<file path="src/rtl/sram_ctrl_pkg.sv">
package sram_ctrl_pkg;

  typedef enum logic [2:0] {
    ST_IDLE,
    ST_RD_ACC,
    ST_RD_DONE,
    ST_WR_SETUP,
    ST_WR_PULSE,
    ST_WR_RECOV,
    ST_TURN
  } ctrl_state_e;

  typedef struct packed {
    logic ce_n;
    logic oe_n;
    logic we_n;
    logic dq_drv;
    logic rdy;
  } strobe_t;

  localparam strobe_t STROBE_IDLE = '{ce_n: 1'b1, oe_n: 1'b1, we_n: 1'b1, dq_drv: 1'b0, rdy: 1'b0};

  function automatic int unsigned ns_to_cyc(int unsigned ns, int unsigned clk_ns);
    int unsigned c;
    c = (ns + clk_ns - 1) / clk_ns;
    return (c < 1) ? 1 : c;
  endfunction

  function automatic int unsigned max2(int unsigned a, int unsigned b);
    return (a > b) ? a : b;
  endfunction

  function automatic strobe_t decode_strobe(ctrl_state_e s);
    strobe_t r;
    r = STROBE_IDLE;
    case (s)
      ST_RD_ACC: begin
        r.ce_n = 1'b0;
        r.oe_n = 1'b0;
      end
      ST_RD_DONE:  r.rdy = 1'b1;
      ST_WR_SETUP: r.ce_n = 1'b0;
      ST_WR_PULSE: begin
        r.ce_n   = 1'b0;
        r.we_n   = 1'b0;
        r.dq_drv = 1'b1;
      end
      ST_WR_RECOV: begin
        r.ce_n   = 1'b0;
        r.dq_drv = 1'b1;
        r.rdy    = 1'b1;
      end
      default: r = STROBE_IDLE;
    endcase
    return r;
  endfunction

endpackage

</file>
<file path="src/rtl/sram_phase_timer.sv">
module sram_phase_timer #(
  parameter int unsigned CNT_W = 2
) (
  input  logic             clk_i,
  input  logic             rst_ni,
  input  logic             load_i,
  input  logic [CNT_W-1:0] load_val_i,
  output logic             last_o
);

  logic [CNT_W-1:0] cnt_q;

  always_ff @(posedge clk_i or negedge rst_ni) begin
    if (!rst_ni)             cnt_q <= '0;
    else if (load_i)         cnt_q <= load_val_i;
    else if (cnt_q != '0)    cnt_q <= cnt_q - 1'b1;
  end

  assign last_o = (cnt_q == '0);

  // a loaded length is what the phase runs for
  a_r10_timer_load: assert property (@(posedge clk_i) disable iff (!rst_ni)
    load_i |=> (cnt_q == $past(load_val_i)));

endmodule

</file>
<file path="src/rtl/sram_strobe_gen.sv">
module sram_strobe_gen
  import sram_ctrl_pkg::*;
(
  input  logic        clk_i,
  input  logic        rst_ni,
  input  ctrl_state_e state_d_i,
  output strobe_t     strobe_o
);

  strobe_t strobe_q;

  // registered so the RAM pins never see decode glitches
  always_ff @(posedge clk_i or negedge rst_ni) begin
    if (!rst_ni) strobe_q <= STROBE_IDLE;
    else         strobe_q <= decode_strobe(state_d_i);
  end

  assign strobe_o = strobe_q;

  a_r5_oe_off_in_write: assert property (@(posedge clk_i) disable iff (!rst_ni)
    (!strobe_q.we_n || strobe_q.dq_drv) |-> strobe_q.oe_n);

endmodule

</file>
<file path="src/rtl/sram_data_path.sv">
module sram_data_path #(
  parameter int unsigned ADDR_W = 20,
  parameter int unsigned DATA_W = 4
) (
  input  logic              clk_i,
  input  logic              rst_ni,
  input  logic              accept_i,
  input  logic [ADDR_W-1:0] addr_i,
  input  logic [DATA_W-1:0] wdata_i,
  input  logic              rd_cap_i,
  input  logic [DATA_W-1:0] ram_dq_i,
  output logic [ADDR_W-1:0] ram_addr_o,
  output logic [DATA_W-1:0] ram_dq_o,
  output logic [DATA_W-1:0] rdata_o
);

  logic [ADDR_W-1:0] addr_q;
  logic [DATA_W-1:0] wdata_q;
  logic [DATA_W-1:0] rdata_q;

  always_ff @(posedge clk_i or negedge rst_ni) begin
    if (!rst_ni) begin
      addr_q  <= '0;
      wdata_q <= '0;
    end else if (accept_i) begin
      addr_q  <= addr_i;
      wdata_q <= wdata_i;
    end
  end

  always_ff @(posedge clk_i or negedge rst_ni) begin
    if (!rst_ni)       rdata_q <= '0;
    else if (rd_cap_i) rdata_q <= ram_dq_i;
  end

  assign ram_addr_o = addr_q;
  assign ram_dq_o   = wdata_q;
  assign rdata_o    = rdata_q;

endmodule

</file>
<file path="src/rtl/sram_async_ctrl.sv">
module sram_async_ctrl
  import sram_ctrl_pkg::*;
#(
  parameter int unsigned ADDR_W        = 20,
  parameter int unsigned DATA_W        = 4,
  parameter int unsigned CLK_PERIOD_NS = 8,
  parameter int unsigned T_ACCESS_NS   = 20,
  parameter int unsigned T_WPULSE_NS   = 15,
  parameter int unsigned T_DSETUP_NS   = 10,
  parameter int unsigned T_ASETUP_NS   = 0,
  parameter int unsigned T_RELEASE_NS  = 9,
  parameter int unsigned T_CYCLE_NS    = 20
) (
  input  logic              clk_i,
  input  logic              rst_ni,
  input  logic              req_i,
  input  logic              we_i,
  input  logic [ADDR_W-1:0] addr_i,
  input  logic [DATA_W-1:0] wdata_i,
  output logic              rdy_o,
  output logic [DATA_W-1:0] rdata_o,
  output logic [ADDR_W-1:0] ram_addr_o,
  output logic              ram_ce_no,
  output logic              ram_oe_no,
  output logic              ram_we_no,
  output logic [DATA_W-1:0] ram_dq_o,
  output logic              ram_dq_oe_o,
  input  logic [DATA_W-1:0] ram_dq_i
);

  localparam int unsigned RD_CYC  = ns_to_cyc(T_ACCESS_NS, CLK_PERIOD_NS);
  localparam int unsigned AS_CYC  = ns_to_cyc(T_ASETUP_NS, CLK_PERIOD_NS);
  localparam int unsigned WP_CYC  = max2(ns_to_cyc(T_WPULSE_NS, CLK_PERIOD_NS),
                                         ns_to_cyc(T_DSETUP_NS, CLK_PERIOD_NS));
  localparam int unsigned TA_CYC  = ns_to_cyc(T_RELEASE_NS, CLK_PERIOD_NS);
  localparam int unsigned CY_CYC  = ns_to_cyc(T_CYCLE_NS, CLK_PERIOD_NS);
  localparam int unsigned WR_TAIL = (CY_CYC > AS_CYC + WP_CYC + 1) ? CY_CYC - AS_CYC - WP_CYC - 1 : 0;
  localparam int unsigned TAIL_LD = (WR_TAIL > 0) ? WR_TAIL - 1 : 0;
  localparam int unsigned MAX_LEN = max2(max2(RD_CYC, AS_CYC), max2(max2(WP_CYC, TA_CYC), WR_TAIL));
  localparam int unsigned CNT_W   = (MAX_LEN > 1) ? $clog2(MAX_LEN) : 1;
  localparam int unsigned MON_W   = CNT_W + 2;

  ctrl_state_e      state_q, state_d;
  logic             load;
  logic [CNT_W-1:0] load_val;
  logic             last;
  logic             accept;
  logic             rd_cap;
  strobe_t          stb;

  always_ff @(posedge clk_i or negedge rst_ni) begin
    if (!rst_ni) state_q <= ST_IDLE;
    else         state_q <= state_d;
  end

  always_comb begin
    state_d = state_q;
    case (state_q)
      ST_IDLE:     if (req_i) state_d = we_i ? ST_WR_SETUP : ST_RD_ACC;
      ST_RD_ACC:   if (last) state_d = ST_RD_DONE;
      ST_RD_DONE:  state_d = ST_TURN;
      ST_TURN:     if (last) state_d = ST_IDLE;
      ST_WR_SETUP: if (last) state_d = ST_WR_PULSE;
      ST_WR_PULSE: if (last) state_d = ST_WR_RECOV;
      ST_WR_RECOV: state_d = (WR_TAIL > 0) ? ST_TURN : ST_IDLE;
      default:     state_d = ST_IDLE;
    endcase
  end

  always_comb begin
    case (state_d)
      ST_RD_ACC:   load_val = CNT_W'(RD_CYC - 1);
      ST_WR_SETUP: load_val = CNT_W'(AS_CYC - 1);
      ST_WR_PULSE: load_val = CNT_W'(WP_CYC - 1);
      ST_TURN:     load_val = (state_q == ST_WR_RECOV) ? CNT_W'(TAIL_LD) : CNT_W'(TA_CYC - 1);
      default:     load_val = '0;
    endcase
  end

  assign load   = (state_d != state_q);
  assign accept = (state_q == ST_IDLE) && req_i;
  assign rd_cap = (state_q == ST_RD_ACC) && last;

  sram_phase_timer #(.CNT_W(CNT_W)) u_timer (
    .clk_i      (clk_i),
    .rst_ni     (rst_ni),
    .load_i     (load),
    .load_val_i (load_val),
    .last_o     (last)
  );

  sram_strobe_gen u_strobe (
    .clk_i     (clk_i),
    .rst_ni    (rst_ni),
    .state_d_i (state_d),
    .strobe_o  (stb)
  );

  sram_data_path #(.ADDR_W(ADDR_W), .DATA_W(DATA_W)) u_data (
    .clk_i      (clk_i),
    .rst_ni     (rst_ni),
    .accept_i   (accept),
    .addr_i     (addr_i),
    .wdata_i    (wdata_i),
    .rd_cap_i   (rd_cap),
    .ram_dq_i   (ram_dq_i),
    .ram_addr_o (ram_addr_o),
    .ram_dq_o   (ram_dq_o),
    .rdata_o    (rdata_o)
  );

  assign ram_ce_no   = stb.ce_n;
  assign ram_oe_no   = stb.oe_n;
  assign ram_we_no   = stb.we_n;
  assign ram_dq_oe_o = stb.dq_drv;
  assign rdy_o       = stb.rdy;

  // monitors for pulse width and bus-release spacing
  logic [MON_W-1:0] we_low_cnt, oe_high_cnt;

  always_ff @(posedge clk_i or negedge rst_ni) begin
    if (!rst_ni) begin
      we_low_cnt  <= '0;
      oe_high_cnt <= '1;
    end else begin
      if (ram_we_no)               we_low_cnt <= '0;
      else if (we_low_cnt != '1)   we_low_cnt <= we_low_cnt + 1'b1;
      if (!ram_oe_no)              oe_high_cnt <= '0;
      else if (oe_high_cnt != '1)  oe_high_cnt <= oe_high_cnt + 1'b1;
    end
  end

  a_r4_pulse_width: assert property (@(posedge clk_i) disable iff (!rst_ni)
    $rose(ram_we_no) |-> (we_low_cnt >= MON_W'(WP_CYC)));

  a_r4_write_in_select: assert property (@(posedge clk_i) disable iff (!rst_ni)
    !ram_we_no |-> (!ram_ce_no && ram_dq_oe_o));

  a_r4_data_stable: assert property (@(posedge clk_i) disable iff (!rst_ni)
    (ram_dq_oe_o && $past(ram_dq_oe_o)) |-> $stable(ram_dq_o));

  a_r6_turnaround: assert property (@(posedge clk_i) disable iff (!rst_ni)
    $rose(ram_dq_oe_o) |-> (oe_high_cnt >= MON_W'(TA_CYC)));

  a_r7_rdy_single: assert property (@(posedge clk_i) disable iff (!rst_ni)
    rdy_o |=> !rdy_o);

  a_r9_addr_stable: assert property (@(posedge clk_i) disable iff (!rst_ni)
    (!ram_ce_no && $past(!ram_ce_no)) |-> $stable(ram_addr_o));

endmodule

</file>
<file path="config.mk">
export PLATFORM = sky130hd
export DESIGN_NAME = sram_async_ctrl
export DESIGN_NICKNAME = d
export VERILOG_FILES = /design/src/rtl/sram_ctrl_pkg.sv /design/src/rtl/sram_phase_timer.sv /design/src/rtl/sram_strobe_gen.sv /design/src/rtl/sram_data_path.sv /design/src/rtl/sram_async_ctrl.sv
export SDC_FILE = /design/constraint.sdc
export NUM_CORES = 1
export LEC_CHECK = 0
export ABC_CLOCK_PERIOD_IN_PS = 2100
export BUFFER_PORTS_ARGS = -buffer_cell sky130_fd_sc_hd__clkbuf_2
export CAP_MARGIN = 20
export CORE_MARGIN = 2
export CORE_UTILIZATION = 47
export CTS_BUF_LIST = sky130_fd_sc_hd__clkbuf_8
export DETAILED_ROUTE_END_ITERATION = 8
export PLACE_DENSITY = 0.77
export SLEW_MARGIN = 20
export SYNTH_ARGS = -nofsm -noshare
export SYNTH_HDL_FRONTEND = slang
export SYNTH_HIERARCHICAL = 1
export SYNTH_SLANG_ARGS = --single-unit
</file>
<file path="constraint.sdc">
create_clock -name clk_i -period 2.1 [get_ports clk_i]
set_input_delay 0.105 -clock clk_i [delete_from_list [all_inputs] [get_ports clk_i]]
set_output_delay 0.105 -clock clk_i [all_outputs]
set_load 0.005 [all_outputs]
</file>
Word-level counts from Yosys, hierarchy flattened. Cells that the tools add are included.

Logic and storage cells: 49. Latch bits: 0. Memories kept: 0. Memory bits (writable): 0. Bits in read-only memories: 0. Flip-flop bits (word level): 38.

Shift operators: 0. $lt $le $gt $ge: 0. Reductions and logical operators: 9. Equality and inequality tests: 13. Add/sub/neg operators: 1. $mul: 0. Mux-type cells: 16. Divide/modulo/power cells: 0. Bitwise logic cells: 0.

Operators with widths (count): $eq A3 B3 Y1 const B (6); $pmux W3 S6 (1); $mux W3 (5); $eq A3 B2 Y1 const B (4); $eq A3 B1 Y1 const B (2); $mux W1 (6); $mux W2 (3); $pmux W2 S3 (1); $reduce_bool A2 Y1 (2); $reduce_or A2 Y1 (2); $reduce_or A4 Y1 (1); $logic_not A3 Y1 (1); $ne A3 B3 Y1 (1); $logic_and A1 B1 Y1 (2); $logic_not A2 Y1 (1); $sub A2 B1 Y2 const B (1).

Longest topological paths before layout.
Word-level depth: 6. Depth in mapped cells: 6.

Cells and area by module. Netlist, hierarchy kept.

Modules (own cells, without submodules): sram_data_path (area each 1142.3 µm², cells an instance 59, instances 1, seq. area each 700.7 µm²); sram_async_ctrl (area each 240.2 µm², cells an instance 25, instances 1, seq. area each 75.1 µm²); sram_strobe_gen (area each 186.4 µm², cells an instance 13, instances 1, seq. area each 128.9 µm²); sram_phase_timer (area each 113.9 µm², cells an instance 12, instances 1, seq. area each 50.0 µm²).

Least setup slack after synthesis. Ideal clock, no wire load.

Kind: register to register. Start point: register u_timer.cnt_q[0]. End point: register u_strobe.strobe_q (netlist bit u_strobe/strobe_o[0]). Period minus slack after synthesis: 1724 ps. Path buffers: 0. Path slack: 376 ps. Data required time: 2035 ps. Data arrival time: 1659 ps. Stages on the path, launching flop included: 7. Cell sequence: dfrtp_1 -> inv_1 -> ha_1 -> maj3_1 -> o221ai_1 -> nor3b_2 -> a21o_1.

Longest elaborated chain between the ends: 6.

Ends and longest elaborated chain: from (decl) (line sram_phase_timer.sv:11) `logic [CNT_W-1:0] cnt_q;`; from (signal assigned) (line sram_phase_timer.sv:15) `else if (load_i) cnt_q <= load_val_i;`; from (signal assigned) (line sram_phase_timer.sv:16) `else if (cnt_q != '0) cnt_q <= cnt_q - 1'b1;`; $logic_not A2 Y1 (*) (line sram_phase_timer.sv:19) `assign last_o = (cnt_q == '0);`; via last (line sram_async_ctrl.sv:46) `logic last;`; $mux W3 (on tied branches); $pmux W3 S6 (*) (line sram_async_ctrl.sv:58) `case (state_q)`; via state_d[1] (line sram_async_ctrl.sv:43) `ctrl_state_e state_q, state_d;`; $eq A3 B2 Y1 or $eq A3 B3 Y1 (tied branches) (line sram_ctrl_pkg.sv:36) `case (s)`; $reduce_or A2 Y1 (no line) (*); $mux W1 (*) (line sram_ctrl_pkg.sv:36); to (signal assigned) (line sram_strobe_gen.sv:15) `else strobe_q <= decode_strobe(state_d_i);`; to (decl) (line sram_strobe_gen.sv:10) `strobe_t strobe_q;`.

The timed path passes the listed nets; every way through them passes the cells marked *. A chain may end at the register's enable or synchronous reset.

Worst setup path in the final report. Ends and elaborated chain as after synthesis.

==> flow_summary.json <==
{
  "yosys.area_share.simple_pct": 7.361,
  "synth_cell_type_count": 34,
  "post-dp-hpwl_um": 2404,
  "fp.dieArea_mm2": 0.004075,
  "clock-sinks": 38,
  "relSlewSlack_pct": 41.19,
  "cp.arrival_ns": 2.13,
  "cts_resized": 0,
  "drive_gt1_share_pct": 61.11,
  "end_kind": "flip-flop",
  "multi_input_comb_area_um2": 643.1,
  "drv_cap": 0,
  "die_w_um": 63.84,
  "max-vdd-ir-drop_mv": 0.7831,
  "worst-slew-pin-transition_ns": 0.8822,
  "min_period_ns": 1.899,
  "syn2layout_area_growth_pct": 27.44,
  "globalplace.congestion": 0.7252,
  "layout_common_cells": "64 x clkbuf_2, 35 x dfrtp_1, 20 x mux2_4, 8 x mux2_2, 6 x inv_1",
  "coreArea_mm2": 0.003390,
  "hp-class": "input pin to flip-flop",
  "rows": 21,
  "avgSynthCellArea_um2": 15.44,
  "viasPerCell": 4.858,
  "numCtsBuffers": 5,
  "overflow": 0,
  "fp.dieH_um": 63.84,
  "antenna_left": 0,
  "drtPass1Iterations": 3,
  "fin_worst_skew_ns": 0.006474,
  "tns_ns": 0,
  "final_hold_viol_count": 0,
  "use_met2_pct": 28.39,
  "crit_required_ns": 2.33,
  "synth_warnings": 6,
  "antenna_found_initial": 0,
  "critPathMaxFanout": 9,
  "report.final.slew_viol_count": 0,
  "cts_tree": "built",
  "grt_use_met3_pct": 5.810,
  "synth_mux_area_share_pct": 23.79,
  "synth_area_mm2": 0.001683,
  "ys_seq_area_share_pct": 56.73,
  "clock_latency_ns": 0.29,
  "synth_xor_area_share_pct": 0.5204,
  "critical_path_class": "flip-flop to flip-flop",
  "clockRootBuffer": "clkbuf_8",
  "grt_use_met1_pct": 20.02,
  "leakagePower_uw": 0.001091,
  "syn_nets": 142,
  "final.period_utilization_pct": 90.42,
  "first_global_vias": 1132,
  "port_buffers": 64,
  "setup_viol": 0,
  "grt_max_degree": 39,
  "avgRoutedWirePerCell_um": 14.20,
  "grt_busiest_layer": "met2",
  "gr-usage-all-layers_pct": 17.19,
  "synthAdderAreaFrac_pct": 1.338,
  "post_cts.repair.setup_buffers": 0,
  "clk_pin_slew_ns": 0.08,
  "grt_pass1_wl_um": 5257,
  "fmax_mhz": 526.6,
  "htreeDepth": 2,
  "final_common_cell": "clkbuf_2",
  "p_per_area_mw_per_mm2": 1616,
  "drt-initial-drc-count": 36,
  "start_util_pct": 49.65,
  "regArea_um2": 954.7,
  "rsz0062_at_grt": "no",
  "finalNetCount": 212,
  "synth_cells": 109,
  "ys_ff_latch": 38,
  "vias": 1098,
  "n_antenna_cell": 0,
  "status": "finished clean",
  "synth_top_family_by_area": "multiplexers",
  "clock_path_buffers": 2,
  "final_core_util_pct": 63.27,
  "n_fill_cell": 260,
  "startpoint_type": "flip-flop",
  "drcViolationCount": 0,
  "ios": 65,
  "drt_wl_total_um": 3210,
  "synth-compound-area-share_pct": 4.907
}
[cell families (layout without fill, tap and decap cells)]
family          count (synthesis)  count (layout)
mux                            29              29
fa+ha+maj                       2               2
compound gates                 10              10
buf+inv                        11              82
simple gates                   18              18
xor+xnor                        1               1
flops                          38              38
[registers in the layout (all words and copies together), names as in the netlist]
signal             cells
u_data/ram_dq_o        4
u_data/rdata_o         4
u_data/ram_addr_o     20
u_strobe/strobe_o      5
u_timer/cnt_q          2
state_q                3
[metrics by stage]
step / worst slack (ns) / area, um2 / cells / total power [uW] / hold slack (ns)
finish: 0.2012 / 2145 / 226 / 3465 / 0.03837
global route: 0.03824 / 2145 / 226 / 3710 / 0.02381
CTS: 0.1794 / 2145 / 226 / 3515 / 0.02988
detailed placement: 0.2014 / 2021 / 217 / 2879 / 0.2697
global placement: 0.2943 / 2021 / 217 / 2787 / 0.2554
floorplan: 0.3756 / 1683 / 109 / 2385 / -0.1906
[report_power, final]
part	leakage (uW)	total, uW	internal (uW)	switching [uW]
clock network	0.0000504	610	353	257
registers	0.000452	1370	1110	253
logic	0.000589	1490	899	588
total	0.00109	3460	2370	1100
[worst max-delay path: stages, from the launching register on]
cell and delay (ns):
dfrtp_1 0.37, inv_1 0.05, ha_1 0.30, maj3_1 0.39
o221ai_1 0.39, nor3b_2 0.25, a21o_1 0.10
[final timing paths]
path | start | endpoint | slack, ns | depth (start not counted)
setup / recovery | u_timer/cnt_q[0]$_DFFE_PN0P_ | u_strobe/strobe_o[0]$_DFF_PN0_ | 0.20 | 6
hold / removal | wdata_i[1] | u_data/ram_dq_o[1]$_DFFE_PN0P_ | 0.04 | 2
setup reg to reg | u_timer/cnt_q[0]$_DFFE_PN0P_ | u_strobe/strobe_o[0]$_DFF_PN0_ | 0.20 | 6
hold reg to reg | u_data/ram_addr_o[17]$_DFFE_PN0P_ | u_data/ram_addr_o[17]$_DFFE_PN0P_ | 0.51 | 1
max in group asynchronous | rst_ni | u_data/ram_addr_o[16]$_DFFE_PN0P_ | 1.07 | 2
min in group asynchronous | rst_ni | u_data/ram_dq_o[1]$_DFFE_PN0P_ | 0.47 | 2
[Yosys cell counts, drive strengths merged]
library cell	n	area share, %
nand3	1	0.30
mux2i	1	0.59
inv	6	1.3
nand4bb	1	0.67
nor2b	1	0.82
nand2	2	0.45
nand2b	5	1.9
o221a	1	0.67
a21o	1	0.45
or4	1	0.45
or3b	1	0.52
o32ai	1	0.52
nor3b	1	0.74
nor2	2	0.45
mux2	28	23
a21oi	1	0.30
o21ai	1	0.30
dfrtp	35	52
xor2	1	0.52
or2b	1	0.45
nor3	1	0.30
maj3	1	0.59
o211a	1	0.59
and2	1	0.37
a211oi	1	0.45
ha	1	0.74
dfstp	3	4.7
o31a	1	0.52
buf	5	4.0
o221ai	1	0.52
a32o	1	0.59
[what timing repair did]
action / CTS / global route
setup endpoints to repair: 0 / 0
hold buffers: 1 / 0
endpoints found under the hold margin: 35 / 0
[per-layer routing]
| layer | vias up | part of all wire [%] |
|---|---|---|
| li1 | 520 | - |
| met1 | 523 | 41 |
| met2 | 48 | 49 |
| met3 | 7 | 8.0 |
| met4 | 0 | 2.1 |
| met5 | - | 0 |
[cell type report]
cell class	count	area share [%]
flip-flops and latches	38	44.52
clock buffers	5	3.209
multi-input cells	60	29.99
clock inverters	3	2.100
inverters	6	1.050
well taps	46	2.684
repair buffers	68	16.45
No activity file was read; power rests on OpenSTA's default activity.
